## src/rtl/spi_byte_pkg.sv

```systemverilog
package spi_byte_pkg;

    localparam int REG_W = 8;

    typedef enum logic [1:0] {
        ADDR_CTRL = 2'd0,
        ADDR_STAT = 2'd1,
        ADDR_DATA = 2'd2,
        ADDR_NONE = 2'd3
    } reg_addr_e;

    typedef enum logic [1:0] {
        ST_IDLE  = 2'd0,
        ST_LEAD  = 2'd1,
        ST_TRAIL = 2'd2
    } xfer_state_e;

    // control register, field order is the bit order 7..0
    typedef struct packed {
        logic       irq_en;
        logic       enable;
        logic       wor_opt;
        logic       master_sel;
        logic       pol;
        logic       pha;
        logic [1:0] rate;
    } ctrl_t;

    localparam int SB_DONE  = 7;
    localparam int SB_COLL  = 6;
    localparam int SB_FAULT = 4;

endpackage

```

## src/rtl/spi_rate_div.sv

```systemverilog
module spi_rate_div #(
    parameter int HALF_R0 = 1,
    parameter int HALF_R1 = 2,
    parameter int HALF_R2 = 8,
    parameter int HALF_R3 = 16
) (
    input  logic       clk,
    input  logic       rst_n,
    input  logic       run,
    input  logic [1:0] rate,
    output logic       half_end
);
    localparam int MAX01 = (HALF_R0 > HALF_R1) ? HALF_R0 : HALF_R1;
    localparam int MAX23 = (HALF_R2 > HALF_R3) ? HALF_R2 : HALF_R3;
    localparam int MAXH  = (MAX01 > MAX23) ? MAX01 : MAX23;
    localparam int CNT_W = $clog2(MAXH) + 1;

    logic [CNT_W-1:0] cnt;
    logic [CNT_W-1:0] lim;

    always_comb begin
        unique case (rate)
            2'd0:    lim = CNT_W'(HALF_R0 - 1);
            2'd1:    lim = CNT_W'(HALF_R1 - 1);
            2'd2:    lim = CNT_W'(HALF_R2 - 1);
            default: lim = CNT_W'(HALF_R3 - 1);
        endcase
    end

    assign half_end = run && (cnt >= lim);

    always_ff @(posedge clk or negedge rst_n) begin
        if (!rst_n)
            cnt <= '0;
        else if (!run || half_end)
            cnt <= '0;
        else
            cnt <= cnt + 1'b1;
    end

    // a half-period never ends on the first cycle after a start unless H is 1
    p_no_early_half_r3: assert property (@(posedge clk) disable iff (!rst_n)
        ($rose(run) && lim != '0) |-> !half_end);

endmodule

```

## src/rtl/spi_shift_fsm.sv

```systemverilog
module spi_shift_fsm
    import spi_byte_pkg::*;
#(
    parameter int DATA_W = 8
) (
    input  logic              clk,
    input  logic              rst_n,
    input  logic              start,
    input  logic [DATA_W-1:0] tx_byte,
    input  logic              half_end,
    input  logic              pol,
    input  logic              pha,
    input  logic              miso,
    output logic              busy,
    output logic              sck,
    output logic              mosi,
    output logic              done,
    output logic [DATA_W-1:0] rx_byte
);
    localparam int BIT_W = (DATA_W > 1) ? $clog2(DATA_W) : 1;

    xfer_state_e       state, state_n;
    logic [BIT_W-1:0]  bit_idx;
    logic [DATA_W-1:0] tx_sh;
    logic [DATA_W-1:0] rx_sh;
    logic              last_bit;

    assign last_bit = (bit_idx == BIT_W'(DATA_W - 1));

    // state register
    always_ff @(posedge clk or negedge rst_n) begin
        if (!rst_n)
            state <= ST_IDLE;
        else
            state <= state_n;
    end

    // transitions: start, capture, advance, finish
    always_comb begin
        state_n = state;
        unique case (state)
            ST_IDLE:  if (start) state_n = ST_LEAD;
            ST_LEAD:  if (half_end) state_n = ST_TRAIL;
            ST_TRAIL: if (half_end) state_n = last_bit ? ST_IDLE : ST_LEAD;
            default:  state_n = ST_IDLE;
        endcase
    end

    // shifters and bit counter
    always_ff @(posedge clk or negedge rst_n) begin
        if (!rst_n) begin
            tx_sh   <= '0;
            rx_sh   <= '0;
            bit_idx <= '0;
        end else begin
            unique case (state)
                ST_IDLE: if (start) begin
                    tx_sh   <= tx_byte;
                    bit_idx <= '0;
                end
                ST_LEAD: if (half_end)
                    rx_sh <= {rx_sh[DATA_W-2:0], miso};
                ST_TRAIL: if (half_end) begin
                    tx_sh   <= {tx_sh[DATA_W-2:0], 1'b0};
                    bit_idx <= bit_idx + 1'b1;
                end
                default: ;
            endcase
        end
    end

    // outputs
    always_comb begin
        busy = 1'b1;
        done = 1'b0;
        mosi = tx_sh[DATA_W-1];
        unique case (state)
            ST_IDLE: begin
                busy = 1'b0;
                mosi = 1'b0;
                sck  = pol;
            end
            ST_LEAD:  sck = pol ^ pha;
            ST_TRAIL: begin
                sck  = ~(pol ^ pha);
                done = half_end && last_bit;
            end
            default: begin
                busy = 1'b0;
                mosi = 1'b0;
                sck  = pol;
            end
        endcase
    end

    assign rx_byte = rx_sh;

    p_start_r3: assert property (@(posedge clk) disable iff (!rst_n)
        (start && !busy) |=> busy);

    p_mosi_hold_r4: assert property (@(posedge clk) disable iff (!rst_n)
        (busy && $past(state) == ST_LEAD) |-> $stable(mosi));

    p_done_idle_r7: assert property (@(posedge clk) disable iff (!rst_n)
        done |=> !busy);

endmodule

```

## src/rtl/spi_regs.sv

```systemverilog
module spi_regs
    import spi_byte_pkg::*;
(
    input  logic             clk,
    input  logic             rst_n,
    input  logic [1:0]       addr,
    input  logic             wr,
    input  logic             rd,
    input  logic [REG_W-1:0] wdata,
    input  logic             busy,
    input  logic             done,
    input  logic [REG_W-1:0] rx_byte,
    output logic [REG_W-1:0] rdata,
    output logic             irq,
    output logic             start,
    output logic             pol,
    output logic             pha,
    output logic [1:0]       rate
);
    reg_addr_e        a_sel;
    ctrl_t            ctrl;
    logic             flag_done, flag_coll;
    logic             arm_done, arm_coll;
    logic [REG_W-1:0] rx_hold;
    logic             stat_rd, data_rd, data_wr_ok, data_acc, coll;

    assign a_sel      = reg_addr_e'(addr);
    assign stat_rd    = rd && (a_sel == ADDR_STAT);
    assign data_rd    = rd && (a_sel == ADDR_DATA);
    assign data_wr_ok = wr && (a_sel == ADDR_DATA) && ctrl.enable;
    assign data_acc   = data_rd || data_wr_ok;
    assign start      = data_wr_ok && !busy;
    assign coll       = data_wr_ok && busy;

    always_ff @(posedge clk or negedge rst_n) begin
        if (!rst_n)
            ctrl <= '0;
        else if (wr && a_sel == ADDR_CTRL)
            ctrl <= ctrl_t'(wdata);
    end

    // flags: armed clear first, new events after
    always_ff @(posedge clk or negedge rst_n) begin
        if (!rst_n) begin
            flag_done <= 1'b0;
            flag_coll <= 1'b0;
        end else begin
            flag_done <= (flag_done && !(data_acc && arm_done)) || done;
            flag_coll <= (flag_coll && !(data_acc && arm_coll)) || coll;
        end
    end

    always_ff @(posedge clk or negedge rst_n) begin
        if (!rst_n) begin
            arm_done <= 1'b0;
            arm_coll <= 1'b0;
        end else if (done || data_acc) begin
            arm_done <= 1'b0;
            arm_coll <= 1'b0;
        end else if (stat_rd) begin
            arm_done <= flag_done;
            arm_coll <= flag_coll;
        end
    end

    always_ff @(posedge clk or negedge rst_n) begin
        if (!rst_n)
            rx_hold <= '0;
        else if (done)
            rx_hold <= rx_byte;
    end

    always_comb begin
        rdata = '0;
        unique case (a_sel)
            ADDR_CTRL: rdata = ctrl;
            ADDR_STAT: begin
                rdata[SB_DONE]  = flag_done;
                rdata[SB_COLL]  = flag_coll;
                rdata[SB_FAULT] = 1'b0;
            end
            ADDR_DATA: rdata = rx_hold;
            ADDR_NONE: rdata = '0;
        endcase
    end

    assign irq  = flag_done && ctrl.irq_en;
    assign pol  = ctrl.pol;
    assign pha  = ctrl.pha;
    assign rate = ctrl.rate;

    p_done_flag_r7: assert property (@(posedge clk) disable iff (!rst_n)
        done |=> flag_done);

    p_coll_keeps_xfer_r10: assert property (@(posedge clk) disable iff (!rst_n)
        (coll && !done) |=> (busy && flag_coll));

    p_disabled_write_r9: assert property (@(posedge clk) disable iff (!rst_n)
        (wr && a_sel == ADDR_DATA && !ctrl.enable && !busy) |=> !busy);

    p_armed_clear_r11: assert property (@(posedge clk) disable iff (!rst_n)
        (data_acc && arm_done && !done) |=> !flag_done);

endmodule

```

## src/rtl/spi_byte_master.sv

```systemverilog
module spi_byte_master
    import spi_byte_pkg::*;
#(
    parameter int HALF_R0 = 1,
    parameter int HALF_R1 = 2,
    parameter int HALF_R2 = 8,
    parameter int HALF_R3 = 16
) (
    input  logic             clk,
    input  logic             rst_n,
    input  logic [1:0]       reg_addr,
    input  logic             reg_wr,
    input  logic             reg_rd,
    input  logic [REG_W-1:0] reg_wdata,
    input  logic             miso,
    output logic [REG_W-1:0] reg_rdata,
    output logic             irq,
    output logic             busy,
    output logic             sck,
    output logic             mosi
);
    logic             start, done, half_end, pol, pha;
    logic [1:0]       rate;
    logic [REG_W-1:0] rx_byte;

    spi_regs u_regs (
        .clk     (clk),
        .rst_n   (rst_n),
        .addr    (reg_addr),
        .wr      (reg_wr),
        .rd      (reg_rd),
        .wdata   (reg_wdata),
        .busy    (busy),
        .done    (done),
        .rx_byte (rx_byte),
        .rdata   (reg_rdata),
        .irq     (irq),
        .start   (start),
        .pol     (pol),
        .pha     (pha),
        .rate    (rate)
    );

    spi_rate_div #(
        .HALF_R0 (HALF_R0),
        .HALF_R1 (HALF_R1),
        .HALF_R2 (HALF_R2),
        .HALF_R3 (HALF_R3)
    ) u_div (
        .clk      (clk),
        .rst_n    (rst_n),
        .run      (busy),
        .rate     (rate),
        .half_end (half_end)
    );

    spi_shift_fsm #(.DATA_W(REG_W)) u_fsm (
        .clk      (clk),
        .rst_n    (rst_n),
        .start    (start),
        .tx_byte  (reg_wdata),
        .half_end (half_end),
        .pol      (pol),
        .pha      (pha),
        .miso     (miso),
        .busy     (busy),
        .sck      (sck),
        .mosi     (mosi),
        .done     (done),
        .rx_byte  (rx_byte)
    );

endmodule

```

## config.mk

```make
export PLATFORM = sky130hd
export DESIGN_NAME = spi_byte_master
export DESIGN_NICKNAME = d
export VERILOG_FILES = /design/src/rtl/spi_byte_pkg.sv /design/src/rtl/spi_rate_div.sv /design/src/rtl/spi_shift_fsm.sv /design/src/rtl/spi_regs.sv /design/src/rtl/spi_byte_master.sv
export SDC_FILE = /design/constraint.sdc
export NUM_CORES = 1
export LEC_CHECK = 0
export ABC_CLOCK_PERIOD_IN_PS = 4300
export BUFFER_PORTS_ARGS = -buffer_cell sky130_fd_sc_hd__buf_2
export CORE_MARGIN = 10
export CORE_UTILIZATION = 62
export DETAILED_ROUTE_END_ITERATION = 8
export PLACE_DENSITY = 0.95
export SLEW_MARGIN = 20
export SYNTH_ARGS = -nofsm -noshare
export SYNTH_HDL_FRONTEND = slang
export SYNTH_SLANG_ARGS = --single-unit
```

## constraint.sdc

```tcl
create_clock -name clk -period 4.3 [get_ports clk]
set_input_delay 0.86 -clock clk [delete_from_list [all_inputs] [get_ports clk]]
set_output_delay 0.86 -clock clk [all_outputs]
set_load 0.005 [all_outputs]
```

==> results.yml <==
status:
  status: "completed"
synthesis:
  synth_nets: 253
  yosysWarnings: 0
  synth-edff-count: 0
  synth.avg_cell_area_sq_um: 10.7
  async_flop_share_pct: 100
  yosysSeqAreaShare_pct: 47.2
  ys.flop_type: "dfrtp_1"
  ys_ff_latch: 46
  synth_area_sq_um: 2440
  synth_cell_types: 37
  syn_inst: 227
cells_and_area:
  fin_cells: 299
  multi_input_area_sq_um: 1180
  fin_nets: 276
  areaGrowthSynthToFinish_pct: 12.2
  drive_above_1_share_pct: 25.9
  final_common_cell: "dfrtp_1"
  seq_area_sq_um: 1150
  antennaDiodeCount: 0
  layout_common_cells: "dfrtp_1, buf_2, mux2_2"
  fillCellCount: 271
  final_cell_area_sq_um: 2740
setup_path:
  crit_required_ps: 3440
  cpPeakStageDelay_ps: 600
  cp_num_buf_inv: 2
  slowest_stage: "ha_1"
  critPathLaunchType: "flop"
  end_kind: "output port"
  worst-path-max-fanout: 19
  path_class: "reg -> out"
  critPathArrivalTime_ps: 2090
  critPathTopFamily: "adder cells"
  path_cells: "inv_1 -> ha_1 -> mux2_2 -> a21oi_1 -> a31oi_1 -> buf_2"
place:
  dp.cells: 290
  dp_hpwl_mm: 3.98
  port_buffers: 26
  place_congestion: 0.808
  dpl_cell_area_sq_um: 2580
global_routing:
  grt_first_pass_wirelength_mm: 9.04
  grt-ovfl-total: 0
  grt_use_total_pct: 17.1
  grt_antenna_before_repair: 0
  grt_pass1_vias: 1819
  grt_max_degree: 47
clock_network:
  cts_setup_buffers: 0
  clk_pin_slew_ps: 90
  cts_buffer_depth: 2
  cts-root-buf: "clkbuf_8"
  hold_buffers: 0
  cts_tree: "built"
  htreeDepth: 2
  insertion_delay_ps: 300
  cts_made_buffers: 5
  cts.sinks: 46
  cts_resized: 0
timing:
  finalSetupTns_ps: 0
  period_share_pct: 68.7
  final_hold_viol_count: 0
  grt_setup_unrepaired: "false"
  clock.fmax_mhz: 339
  worst_slew_pin_slew_ps: 681
  finalSetupViolCount: 0
  slew_violations: 0
  max-slew-margin-rel_pct: 54.4
  final.min_clock_period_ps: 2950
  finClkSkew_ps: 7.08
pwr:
  p_per_area_nw_per_um2: 558
  clockPowerShare_pct: 25.0
  power.switching_w: 0.000552
  swShare_pct: 36.1
  leakage_nw: 1.36
  intPower_w: 0.000975
  sequentialPowerShare_pct: 40.2
  pwr-share-comb_pct: 34.8
  ir_drop_v: 0.000291
drt:
  wl_met3_um: 343
  routed_via_density: 6.23
  final_antenna_net_count: 0
  route.met2.wl_mm: 2.74
  first_iter_violations: 193
  first_pass_iters: 4
  routed.top_layer: "met4"
  num_vias: 1863
  avgRoutedWirePerCell_um: 18.4
  drc: 0
  wl_mm: 5.51
  wl_met1_mm: 2.33
floorplanning:
  die_h_um: 82.7
  initial_utilization_pct: 65.2
  die_x_um: 82.7
  die_area_sq_um: 6840
  fp-row-count: 22
  pin_count: 27
  coreArea_sq_um: 3740
run:
  drv_cap: 0
hold_path:
  worst_hold_path_type: "in -> async"
final timing paths:
check                               startpoint           endpoint  slack, ps  cells past startpoint
worst max-delay path            u_fsm.state[0]                sck       1350                      6
worst min-delay path                     rst_n     u_fsm.state[1]        420                      1
worst max register to register  u_regs.rate[0]  u_regs.rx_hold[7]       1350                      8
worst min register to register    u_div.cnt[0]       u_div.cnt[0]        500                      1
max in group asynchronous                rst_n         u_regs.pha       3410                      2
min in group clk                  u_div.cnt[0]       u_div.cnt[0]        500                      1
Yosys cell counts (2+ instances only):
cell type | n | area (sq um)
nand4_1 | 2 | 12.5
nor2b_1 | 3 | 18.8
or2_2 | 2 | 12.5
a311oi_1 | 7 | 61.3
nand4b_1 | 2 | 17.5
and2_1 | 2 | 12.5
o21ai_0 | 6 | 30.0
nand3_1 | 10 | 50.1
xor2_1 | 2 | 17.5
nor2_1 | 16 | 60.1
a221oi_1 | 7 | 61.3
mux2_2 | 24 | 270
buf_2 | 4 | 20.0
inv_1 | 13 | 48.8
ha_1 | 11 | 138
nand2_1 | 12 | 45.0
dfrtp_1 | 46 | 1150
a21oi_1 | 9 | 45.0
mux2i_1 | 13 | 130
nor3_1 | 11 | 55.1
a22o_1 | 3 | 26.3
clkbuf_1 | 7 | 26.3
routing by layer:
metal  up-vias  track usage [%]
li1        865                -
met1       916             20.9
met2        71             28.4
met3        11             4.75
met4         0             5.35
met5         -                0
cell families (layout without fill, tap and decap cells):
family	count (synthesis)	count (layout)	share of synthesized area (%)
xor+xnor	3	3	1.08
compound gates	36	36	10.5
flops	46	46	47.2
fa+ha+maj	11	11	5.64
simple gates	69	69	14.9
mux	37	37	16.4
buf+inv	25	49	4.36
stage by stage:
step | setup WS, ps | util, % | power (W) | hold slack (ps)
CTS | 1380 | 72.6 | 0.00152 | 502
global route | 1250 | 73.1 | 0.00163 | 429
finish | 1350 | 73.1 | 0.00153 | 425
floorplan | 1940 | - | 0.000988 | 453
global placement | 1610 | 68.9 | 0.00110 | 480
detailed placement | 1540 | 68.9 | 0.00114 | 493
sequential cells by signal, summed over array words and instances, names as in the netlist, 2 cells and up:
register and cells:
u_div.cnt 5, u_fsm.bit_idx 3, u_fsm.rx_byte 8, u_fsm.state 2, u_fsm.tx_sh 8, u_regs.ctrl 4
u_regs.rate 2, u_regs.rx_hold 8
power by group through the flow:
stage	clock network (W)	logic (W)	registers, W
after floorplan	0	0.000398	0.000590
after global placement	0	0.000494	0.000610
after detailed placement	0	0.000516	0.000621
after CTS	0.000382	0.000524	0.000613
after global routing	0.000406	0.000592	0.000627
final	0.000382	0.000531	0.000614
area by class of cell:
type / instances / share of cell area, %
clock buffer: 5 / 2.51
sequential: 46 / 42.0
multi-input combinational: 156 / 43.2
tap: 48 / 2.19
timing repair buffer: 28 / 5.76
inverter: 13 / 1.78
clock inverter: 3 / 2.51
Power figures use the tool's default switching activity.
